==> config.mk <==
export PLATFORM = sky130hd
export DESIGN_NAME = upper_state_tracker
export DESIGN_NICKNAME = d
export VERILOG_FILES = /design/src/rtl/upper_state_tracker.sv
export SDC_FILE = /design/constraint.sdc
export NUM_CORES = 1
export LEC_CHECK = 0
export ABC_AREA = 1
export BUFFER_PORTS_ARGS = -buffer_cell sky130_fd_sc_hd__buf_4
export CAP_MARGIN = 5
export CORE_UTILIZATION = 44
export DETAILED_ROUTE_END_ITERATION = 10
export PLACE_DENSITY = 0.76
export SLEW_MARGIN = 20
export SYNTH_ARGS = -nofsm -noshare
export SYNTH_HDL_FRONTEND = slang
export SYNTH_SLANG_ARGS = --single-unit
==> constraint.sdc <==
create_clock -name clk -period 1.73 [get_ports clk]
set_input_delay 0.173 -clock clk [delete_from_list [all_inputs] [get_ports clk]]
set_output_delay 0.173 -clock clk [all_outputs]
set_load 0.01 [all_outputs]
==> src/rtl/upper_state_tracker.sv <==
module upper_state_tracker #(
  parameter int STALL_CYCLES = 24,
  parameter int REG_IDX_W    = 5,
  localparam int CW          = $clog2(STALL_CYCLES + 1),
  localparam int LOW_BANK    = 2 ** (REG_IDX_W - 1)
) (
  input  logic                 clk,
  input  logic                 rst_n,
  input  logic                 in_valid,
  output logic                 in_ready,
  input  logic [1:0]           in_enc,
  input  logic [1:0]           in_width,
  input  logic [REG_IDX_W-1:0] in_dst,
  input  logic                 in_wr_vec,
  input  logic                 in_wr_mask,
  input  logic                 in_simd,
  input  logic                 in_zupper,
  input  logic                 in_zall,
  input  logic                 in_save,
  input  logic                 in_restore,
  input  logic [2:0]           restore_bits,
  output logic                 dirty128,
  output logic                 dirty256,
  output logic                 dirty_hi,
  output logic                 penalty_pulse,
  output logic [CW-1:0]        stall_cnt,
  output logic [1:0]           license,
  output logic                 compact_save
);
  localparam logic [1:0] ENC_LEGACY = 2'd0;
  localparam logic [1:0] W256 = 2'd1;
  localparam logic [1:0] W512 = 2'd2;
  localparam logic [CW-1:0] STALL_LOAD = CW'(STALL_CYCLES);

  logic acc, ordinary, zero_op, save_op, lo_dst;
  logic set128, set256, sethi, pen;
  logic [1:0] lic_next;

  assign in_ready = (stall_cnt == '0);
  assign acc      = in_valid & in_ready;
  assign save_op  = acc & ~in_restore & in_save;
  assign zero_op  = acc & ~in_restore & ~in_save & (in_zupper | in_zall);
  assign ordinary = acc & ~in_restore & ~in_save & ~in_zupper & ~in_zall;
  assign lo_dst   = (int'(in_dst) < LOW_BANK);

  assign set128 = ordinary & in_wr_vec & lo_dst & (in_width == W256) & (in_enc != ENC_LEGACY);
  assign set256 = ordinary & in_wr_vec & lo_dst & (in_width == W512);
  assign sethi  = ordinary & in_wr_vec & ~lo_dst & (in_width == W512);
  assign pen    = ordinary & in_wr_vec & (in_enc == ENC_LEGACY) & dirty128;

  always_comb begin
    case (in_width)
      W512:    lic_next = 2'd2;
      W256:    lic_next = 2'd1;
      default: lic_next = dirty256 ? 2'd1 : 2'd0;
    endcase
  end

  always_ff @(posedge clk) begin
    if (!rst_n) begin
      dirty128 <= 1'b0;
      dirty256 <= 1'b0;
      dirty_hi <= 1'b0;
    end else if (acc & in_restore) begin
      dirty128 <= restore_bits[0];
      dirty256 <= restore_bits[1];
      dirty_hi <= restore_bits[2];
    end else if (zero_op) begin
      dirty128 <= 1'b0;
      dirty256 <= 1'b0;
    end else begin
      if (set128) dirty128 <= 1'b1;
      if (set256) dirty256 <= 1'b1;
      if (sethi)  dirty_hi <= 1'b1;
    end
  end

  always_ff @(posedge clk) begin
    if (!rst_n) begin
      stall_cnt     <= '0;
      penalty_pulse <= 1'b0;
      compact_save  <= 1'b0;
      license       <= 2'd0;
    end else begin
      penalty_pulse <= pen;
      compact_save  <= save_op & ~dirty128 & ~dirty256 & ~dirty_hi;
      if (pen)
        stall_cnt <= STALL_LOAD;
      else if (stall_cnt != '0)
        stall_cnt <= stall_cnt - 1'b1;
      if (ordinary & in_simd)
        license <= lic_next;
    end
  end

  logic unused_ok;
  assign unused_ok = in_wr_mask;
endmodule

==> flow_summary.yaml <==
run_status:
  outcome: "complete, no violations"
worst_setup_path:
  path_class: "reg -> reg"
  crit_fanout: 4
  worstPathRequired_ns: 1.89
  r2r_cells: 11
  end_kind: "register"
  start_kind: "register"
  worstPathArrival_ns: 1.71
finish:
  diodes: 0
  nets: 161
  areaGrowthSynthToFinish_pct: 36.7
  final_util_pct: 66.2
  fin_area_um2: 1020
  drive_gt1_share_pct: 35.8
pwr:
  share_comb_of_total_power_pct: 54.7
  p_leak_nw: 0.540
  power_frac_seq_pct: 29.9
  p_total_mw: 1.40
  power.net_switching_mw: 0.580
  power_density_nw_per_um2: 1380
  internal_power_mw: 0.825
  power.share.clock_pct: 15.5
  peakVddDrop_mv: 0.798
  swShare_pct: 41.3
route:
  wl_met1_um: 637
  wl_met3_um: 86
  wl_per_cell_um: 10.1
  num_vias: 741
  dr.pass1.iters: 4
  drc: 0
  wl_met2_um: 758
  vias_per_cell: 4.94
  routed.top_layer: "met4"
  routed_wl_um: 1520
  ant_nets: 0
  drt_iter0_markers: 18
clocking:
  clk_latency_ns: 0.27
  clk_path_buf_depth: 2
  cts.sinks: 12
  cts_resized: 0
  cts_setup_buffers: 0
  path_clk_slew_ns: 0.07
  cts_inserted_buffers: 3
  cts-root-buf: "clkbuf_4"
  hold_buffers: 0
  cts_tree: "yes"
  htreeDepth: 1
die:
  ioPinCount: 35
  core-area_um2: 1540
  fp-row-count: 14
  die_area_um2: 1860
  die_y_um: 43.2
  die_x_um: 43.2
  start_util_pct: 48.4
yosys:
  synth_edf_count: 0
  ys_ff_latch: 12
  synth_nets: 127
  avgSynthCellArea_um2: 7.38
  synthArstFlopShare_pct: 0
  synth-main-ff-cell: "dfxtp_1"
  seq_area_frac_synth_pct: 32.2
  synthCells: 101
  netlist_area_um2: 746
  yosys_warnings: 0
  ys_types: 23
sta:
  finalSetupTns_ns: 0
  fmax_ghz: 0.648
  finalSetupViolCount: 0
  finalCritPeriodShare_pct: 89.2
  max-slew-margin-rel_pct: 79.3
  finalClockSkew_ns: 0.000473
  finalMaxSlewViolations: 0
  finalCriticalPeriod_ns: 1.54
  whs_ns: 0.183
  hold_violations: 0
  tightest_slew_ns: 0.308
  rsz0062_at_grt: "false"
global_routing:
  grt_max_degree: 9
  antenna_found_initial: 0
  grt_pass1_wl_um: 2580
  gr-total-overflow: 0
  track_usage_pct: 18.7
  first_global_vias: 686
place:
  placed_cell_area_um2: 983
  place_congestion: 0.771
  dpl.hpwl_um: 1290
  io_buffers: 29
run:
  max-cap-violations: 0
hold_path:
  holdPathStages: 3
  hold_path_class: "in -> reg"
## cells by family after synthesis
family / share of synthesized area, %
AO/OA/AOI/OAI: 7.38
AND/OR/NAND/NOR: 39.6
adder cells (fa/ha/maj): 6.71
flip-flops: 32.2
buffers and inverters: 10.6
XOR/XNOR: 3.52
## power groups by stage
stage	sequential [mW]	combinational, mW	clock, mW
2_1_floorplan	0.452	0.500	0
5_1_grt	0.432	0.859	0.242
3_3_place_gp	0.427	0.757	0
4_1_cts	0.419	0.775	0.220
6_report	0.420	0.768	0.217
3_5_place_dp	0.425	0.770	0
## final timing paths
path | to | slack, ns | start
max | dirty256$_SDFFE_PN0P_ | 0.19 | stall_cnt[0]$_SDFFE_PP0P_
min | dirty128$_SDFFE_PN0P_ | 0.18 | rst_n
max reg2reg | dirty256$_SDFFE_PN0P_ | 0.19 | stall_cnt[0]$_SDFFE_PP0P_
min reg2reg | license[0]$_SDFFE_PN0P_ | 0.46 | license[0]$_SDFFE_PN0P_
## cells in the mapped netlist (4+ instances only)
cell / n / area, um2
inv_1: 17 / 63.8
nand2_1: 17 / 63.8
dfxtp_1: 12 / 240
nor2_1: 11 / 41.3
nand3_1: 6 / 30.0
a21oi_1: 5 / 25.0
nand4_1: 5 / 31.3
ha_1: 4 / 50.1
inv_2: 4 / 15.0
## final cells by class
cell class	instances	area (um2)
Multi-Input combinational cell	68	427
Clock buffer	4	36.3
Tap cell	16	20.0
Inverter	21	78.8
Sequential cell	12	240
Timing Repair Buffer	29	218
Fill cell	136	522
## per-stage QoR
step                worst slack [ns]  instances
floorplan                      0.280        101
global placement               0.226        146
detailed placement             0.190        146
CTS                            0.181        150
global route                  0.0290        150
finish                         0.187        150
## worst max-delay path: stages (launching register included)
cell and delay (ns):
dfxtp_1 0.32, inv_1 0.11, ha_1 0.20, inv_1 0.05, nor2_1 0.13, nand3_1 0.13
nor2_2 0.17, inv_2 0.06, nand2_1 0.12, nand2_1 0.06, nand2_1 0.05, a21oi_1 0.04
## placed cells by master, fill, tap and decap left out
cell type / netlist / final
nand2_2: 2 / 2
o21ai_0: 1 / 1
nand4_2: 1 / 1
nand4_1: 5 / 5
o31ai_1: 1 / 1
clkbuf_4: 0 / 3
nor2_1: 11 / 11
inv_2: 4 / 4
xnor2_1: 1 / 1
ha_1: 4 / 4
a21oi_1: 5 / 5
nand3b_1: 1 / 1
nor2_8: 2 / 2
nand4_4: 1 / 1
inv_1: 17 / 17
nor4_1: 1 / 1
nor3_1: 2 / 2
or2_2: 1 / 1
nand3_1: 6 / 6
buf_4: 0 / 29
clkbuf_8: 0 / 1
a21oi_2: 2 / 2
dfxtp_1: 12 / 12
nor2_2: 2 / 2
nand2_1: 17 / 17
xor2_1: 2 / 2
## state kept, by name, summed over array words and instances (netlist names)
register / count
dirty_hi: 1
license: 2
penalty_pulse: 1
compact_save: 1
stall_cnt: 5
dirty256: 1
dirty128: 1
## routing by layer
layer,GRT usage [%],vias up
li1,-,388
met4,10.9,0
met2,33.1,28
met1,20.1,320
met5,0,-
met3,3.83,5
Note: power is estimated with default switching activity, not from simulation.
